`src/rtl/mc_pkg.sv`:
```
package mc_pkg;
  typedef enum logic [1:0] {
    ELEM_DFF   = 2'd0,
    ELEM_TFF   = 2'd1,
    ELEM_LATCH = 2'd2,
    ELEM_COMB  = 2'd3
  } elemKind_t;

  typedef struct packed {
    logic porLoad;
    logic porHigh;
    logic forceLow;
    logic forceHigh;
    logic loadEn;
    logic toggleEn;
    logic bypass;
  } cellStrobes_t;
endpackage

```
`src/rtl/mc_ctrl.sv`:
```
module mc_ctrl
  import mc_pkg::*;
#(
  parameter int NUM_BLK_CLK = 4,
  localparam int SEL_W = $clog2(NUM_BLK_CLK)
) (
  input  logic                   clk,
  input  logic                   rstPor,
  input  logic                   cfgAsyncMode,
  input  logic [1:0]             cfgElem,
  input  logic [SEL_W-1:0]       cfgClkSel,
  input  logic                   cfgClkInvert,
  input  logic                   cfgSwap,
  input  logic                   cfgInitAsPreset,
  input  logic [NUM_BLK_CLK-1:0] blkClk,
  input  logic                   ptClk,
  input  logic                   blkReset,
  input  logic                   blkPreset,
  input  logic                   ptInit,
  output cellStrobes_t           strobes
);
  logic rawLvl;
  logic actLvl;
  logic prevLvl;
  logic activeEdge;
  logic rawClr;
  logic rawSet;
  logic effClr;
  logic effSet;
  elemKind_t elemKind;

  assign elemKind = elemKind_t'(cfgElem);

  // Clock source: the synchronous set is every block clock, the asynchronous
  // set is the two lowest block clocks plus the private term clock.
  always_comb begin
    if (!cfgAsyncMode) begin
      rawLvl = blkClk[cfgClkSel];
      actLvl = rawLvl;
    end else begin
      if (cfgClkSel >= SEL_W'(2)) rawLvl = ptClk;
      else                        rawLvl = blkClk[cfgClkSel[0]];
      actLvl = rawLvl ^ cfgClkInvert;
    end
  end

  always_ff @(posedge clk) begin
    if (rstPor) prevLvl <= 1'b1;
    else        prevLvl <= actLvl;
  end

  assign activeEdge = actLvl & ~prevLvl;

  // Initialisation sources per mode, then the per-cell swap.
  always_comb begin
    if (!cfgAsyncMode) begin
      rawClr = blkReset;
      rawSet = blkPreset;
    end else begin
      rawClr = ptInit & ~cfgInitAsPreset;
      rawSet = ptInit &  cfgInitAsPreset;
    end
    effClr = cfgSwap ? rawSet : rawClr;
    effSet = cfgSwap ? rawClr : rawSet;
  end

  always_comb begin
    strobes.porLoad   = rstPor;
    strobes.porHigh   = cfgSwap ^ (cfgAsyncMode & cfgInitAsPreset);
    strobes.forceLow  = effClr;
    strobes.forceHigh = effSet & ~effClr;
    strobes.loadEn    = ((elemKind == ELEM_DFF) & activeEdge) |
                        ((elemKind == ELEM_LATCH) & actLvl);
    strobes.toggleEn  = (elemKind == ELEM_TFF) & activeEdge;
    strobes.bypass    = (elemKind == ELEM_COMB);
  end
endmodule

```
`src/rtl/mc_datapath.sv`:
```
module mc_datapath
  import mc_pkg::*;
(
  input  logic         clk,
  input  cellStrobes_t strobes,
  input  logic         sopIn,
  input  logic         cfgDataInvert,
  output logic         cellOut
);
  logic dataAdj;
  logic stateQ;

  assign dataAdj = sopIn ^ cfgDataInvert;

  always_ff @(posedge clk) begin
    if (strobes.porLoad)                  stateQ <= strobes.porHigh;
    else if (strobes.forceLow)            stateQ <= 1'b0;
    else if (strobes.forceHigh)           stateQ <= 1'b1;
    else if (strobes.loadEn)              stateQ <= dataAdj;
    else if (strobes.toggleEn && dataAdj) stateQ <= ~stateQ;
  end

  assign cellOut = strobes.bypass ? dataAdj : stateQ;
endmodule

```
`src/rtl/pld_macrocell_reg.sv`:
```
module pld_macrocell_reg
  import mc_pkg::*;
#(
  parameter int NUM_BLK_CLK = 4,
  localparam int SEL_W = $clog2(NUM_BLK_CLK)
) (
  input  logic                   clk,
  input  logic                   rstPor,
  input  logic                   cfgAsyncMode,
  input  logic [1:0]             cfgElem,
  input  logic [SEL_W-1:0]       cfgClkSel,
  input  logic                   cfgClkInvert,
  input  logic                   cfgSwap,
  input  logic                   cfgInitAsPreset,
  input  logic                   cfgDataInvert,
  input  logic [NUM_BLK_CLK-1:0] blkClk,
  input  logic                   ptClk,
  input  logic                   blkReset,
  input  logic                   blkPreset,
  input  logic                   ptInit,
  input  logic                   sopIn,
  output logic                   cellOut
);
  cellStrobes_t strobes;

  mc_ctrl #(.NUM_BLK_CLK(NUM_BLK_CLK)) ctrl_i (
    .clk(clk), .rstPor(rstPor), .cfgAsyncMode(cfgAsyncMode), .cfgElem(cfgElem),
    .cfgClkSel(cfgClkSel), .cfgClkInvert(cfgClkInvert), .cfgSwap(cfgSwap),
    .cfgInitAsPreset(cfgInitAsPreset), .blkClk(blkClk), .ptClk(ptClk),
    .blkReset(blkReset), .blkPreset(blkPreset), .ptInit(ptInit),
    .strobes(strobes)
  );

  mc_datapath dp_i (
    .clk(clk), .strobes(strobes), .sopIn(sopIn),
    .cfgDataInvert(cfgDataInvert), .cellOut(cellOut)
  );
endmodule

```
`config.mk`:
```
export PLATFORM = sky130hd
export DESIGN_NAME = pld_macrocell_reg
export DESIGN_NICKNAME = d
export VERILOG_FILES = /design/src/rtl/mc_pkg.sv /design/src/rtl/mc_ctrl.sv /design/src/rtl/mc_datapath.sv /design/src/rtl/pld_macrocell_reg.sv
export SDC_FILE = /design/constraint.sdc
export NUM_CORES = 1
export LEC_CHECK = 0
export BUFFER_PORTS_ARGS = -buffer_cell sky130_fd_sc_hd__buf_2
export CORE_AREA = 2 2 39 41
export DETAILED_ROUTE_END_ITERATION = 8
export DIE_AREA = 0 0 41 43
export GPL_ROUTABILITY_DRIVEN = 0
export PLACE_DENSITY = 0.52
export SLEW_MARGIN = 5
export SYNTH_ARGS = -nofsm -noshare
export SYNTH_HDL_FRONTEND = slang
export SYNTH_SLANG_ARGS = --single-unit
```
`constraint.sdc`:
```
create_clock -name clk -period 1.7 [get_ports clk]
set_input_delay 0.17 -clock clk [delete_from_list [all_inputs] [get_ports clk]]
set_output_delay 0.17 -clock clk [all_outputs]
set_load 0.005 [all_outputs]
```
==> impl_results.md <==
* Die width at 41 um
* Syn Std Cell Area at 277 um^2
* Final hold vios at 0
* Die area at 1760 um^2
* CP max stage cell: a2111oi_1
* Global Route Usage Sum at 0.0891
* TritonCTS buffer count at 3
* Reg-to-reg critical path endpoint: dp_i.stateQ
* Power Density at 614 nW/um^2
* Worst path bufs/invs at 1
* Worst hold path endpoint: ctrl_i.prevLvl
* Least-Margin Pin Slew at 349 ps
* Slowest stage delay, CP at 380 ps
* ANT cells at 0
* Async SR Flop Fraction at 0
* Post-route ant nets at 0
* CP Cell Sequence: buf_2, mux2i_1, or3_1, nand3_2, o311a_1, a2111oi_1
* Nets at 79
* Pin count of the biggest net entering global routing at 10
* Wire length per cell at 9.03 um
* Clock-pin slew of the registers on the worst-case setup and hold paths at 30 ps
* Sequential element share of the synthesized area at 0.181
* Crit path kind: primary input to register
* Slew HR at 0.767
* Vias at 332
* Row count at 14
* Layout area overhead at 52.9%
* Required @ worst endpoint at 1710 ps
* Later-pin clock latency in the skew report at 230 ps
* F_max at 0.690 GHz
* Routed Wire Length at 668 um
* CTS tree: yes
* Core Area at 1380 um^2
* Setup TNS at 0 ps
* Layout cells sized above 1 at 0.431
* Area contributors post-synth: edfxtp_1, a21oi_1, dfxtp_1
* Syn Nets at 54
* H-tree depth at 1
* Syn avg cell area at 8.13 um^2
* Yosys top cell by area: edfxtp_1
* Vias in the first global route at 269
* Status: finished, final reports clean
* HPWL after detailed placement at 580 um
* Grt ovf at 0
* Slew Limit Fails at 0
* RSZ-0062 raised after global routing: no
* Startpoint types: primary input
* Yosys cell types at 23
* Starting Density at 0.200
* Yosys top cell area share at 0.109
* DR iter-0 viols at 6
* Fill cells at 154
* Final setup violating endpoints at 0
* Tmin final at 1450 ps
* Synth top cells by count: a21oi_1, nand2_1
* Post-Synthesis Cells at 34
* Tcrit/Tclk final at 0.852
* Die height at 43 um
* First-pass GRT wire length at 1.00 mm
* Post-CTS resize count at 0
* Crit path arrival time at 1450 ps
* Worst hold path class: primary input to register
* Number of synthesized register bits at 2
* R2r worst-path depth at 3
* Critical path endpoint category: register
* Yosys warns at 0
* First drt pass iteration count at 3
* VDD IR max at 173 uV
* Crit-path leading delay family: compound AO/OA/AOI/OAI gates
* Max-cap viol count at 0
* CTS sink count at 2
* Initial antenna violation count at 0
* Fin Clk Skew at 4.84 ps
* Top_reg_cell synth: edfxtp_1
* Post-CTS setup buffers at 0
* Post-CTS Hold Fix Bufs at 0
* Hold Startpoint: rstPor
* Reg-to-Reg Start: ctrl_i.prevLvl
* Lkg Pwr at 0.000199 uW
* Critical Path Fanout Max at 4
* Root Buffer Master: clkbuf_4
* Port Buffers at 20
* Number of I/O pins at 21
* Post-layout util at 0.306
* Clk buf depth at 2
* Hold path depth at 2
* Count of flip-flops with a built-in enable after synthesis at 1
* Vias per cell at 4.49
* Worst reg2reg setup slack at 390 ps
* Detailed-route DRC error count at 0
-- cells by family after synthesis --
| family | count (synthesis) | synth area share |
|---|---|---|
| simple gates | 15 | 0.330 |
| compound gates | 11 | 0.308 |
| xor+xnor | 3 | 0.0950 |
| mux | 2 | 0.0724 |
| flops | 2 | 0.181 |
| buf+inv | 1 | 0.0136 |
-- placed cells by master, fill, tap and decap left out, types with 2 or more instances in the layout --
master    instances
buf_2            20
nand2_1           4
a21oi_1           4
clkbuf_4          3
mux2i_1           2
nand3b_1          2
xor2_1            2
nor2b_1           2
or3_1             2
-- power by group --
group / switching, uW / internal (uW) / leakage, uW / total (uW)
registers: 2.31 / 57.9 / 0.0000186 / 60.2
clock network: 29.1 / 87.2 / 0.0000150 / 116
logic: 38.6 / 44.6 / 0.000165 / 83.2
total: 70.0 / 190 / 0.000199 / 260
-- area by class of cell --
cell class                 count  area, um^2  area share
multi-input combinational     31         223       0.527
sequential                     2        50.0       0.118
clock buffer                   4        26.3      0.0621
inverter                       1        3.75     0.00888
timing repair buffer          20         100       0.237
tap                           16        20.0      0.0473
-- through the flow --
| step | instances | setup slack (ps) | power [uW] | hold slack, ps | area, um^2 |
|---|---|---|---|---|---|
| floorplan | 34 | 274 | 105 | 266 | 277 |
| global placement | 70 | 87.5 | 144 | 430 | 397 |
| detailed placement | 70 | 1.91 | 145 | 411 | 397 |
| CTS | 74 | 232 | 269 | 175 | 423 |
| global route | 74 | 78.7 | 286 | 193 | 423 |
| finish | 74 | 252 | 260 | 182 | 423 |
-- registers in the layout, indices dropped and copies added, names as in the netlist --
name,count
dp_i.stateQ,1
ctrl_i.prevLvl,1
-- how the worst max path moves through the flow --
stage | start | to | slack (ps) | cells after the start
floorplan | ptClk | dp_i.stateQ | 270 | 5
global placement | cfgClkSel[0] | dp_i.stateQ | 90 | 6
detailed placement | cfgClkSel[0] | dp_i.stateQ | 2 | 6
CTS | cfgClkSel[0] | dp_i.stateQ | 230 | 6
global route | cfgClkInvert | dp_i.stateQ | 80 | 6
finish | cfgClkSel[0] | dp_i.stateQ | 250 | 6
-- per-layer routing --
metal | vias up | wire [um] | track usage
met5 | - | 0 | 0
met4 | 0 | 12 | 0.0800
met3 | 2 | 60 | 0.0471
met2 | 11 | 273 | 0.116
met1 | 136 | 322 | 0.0987
li1 | 183 | - | -
No activity file was read; power rests on OpenSTA's default activity.
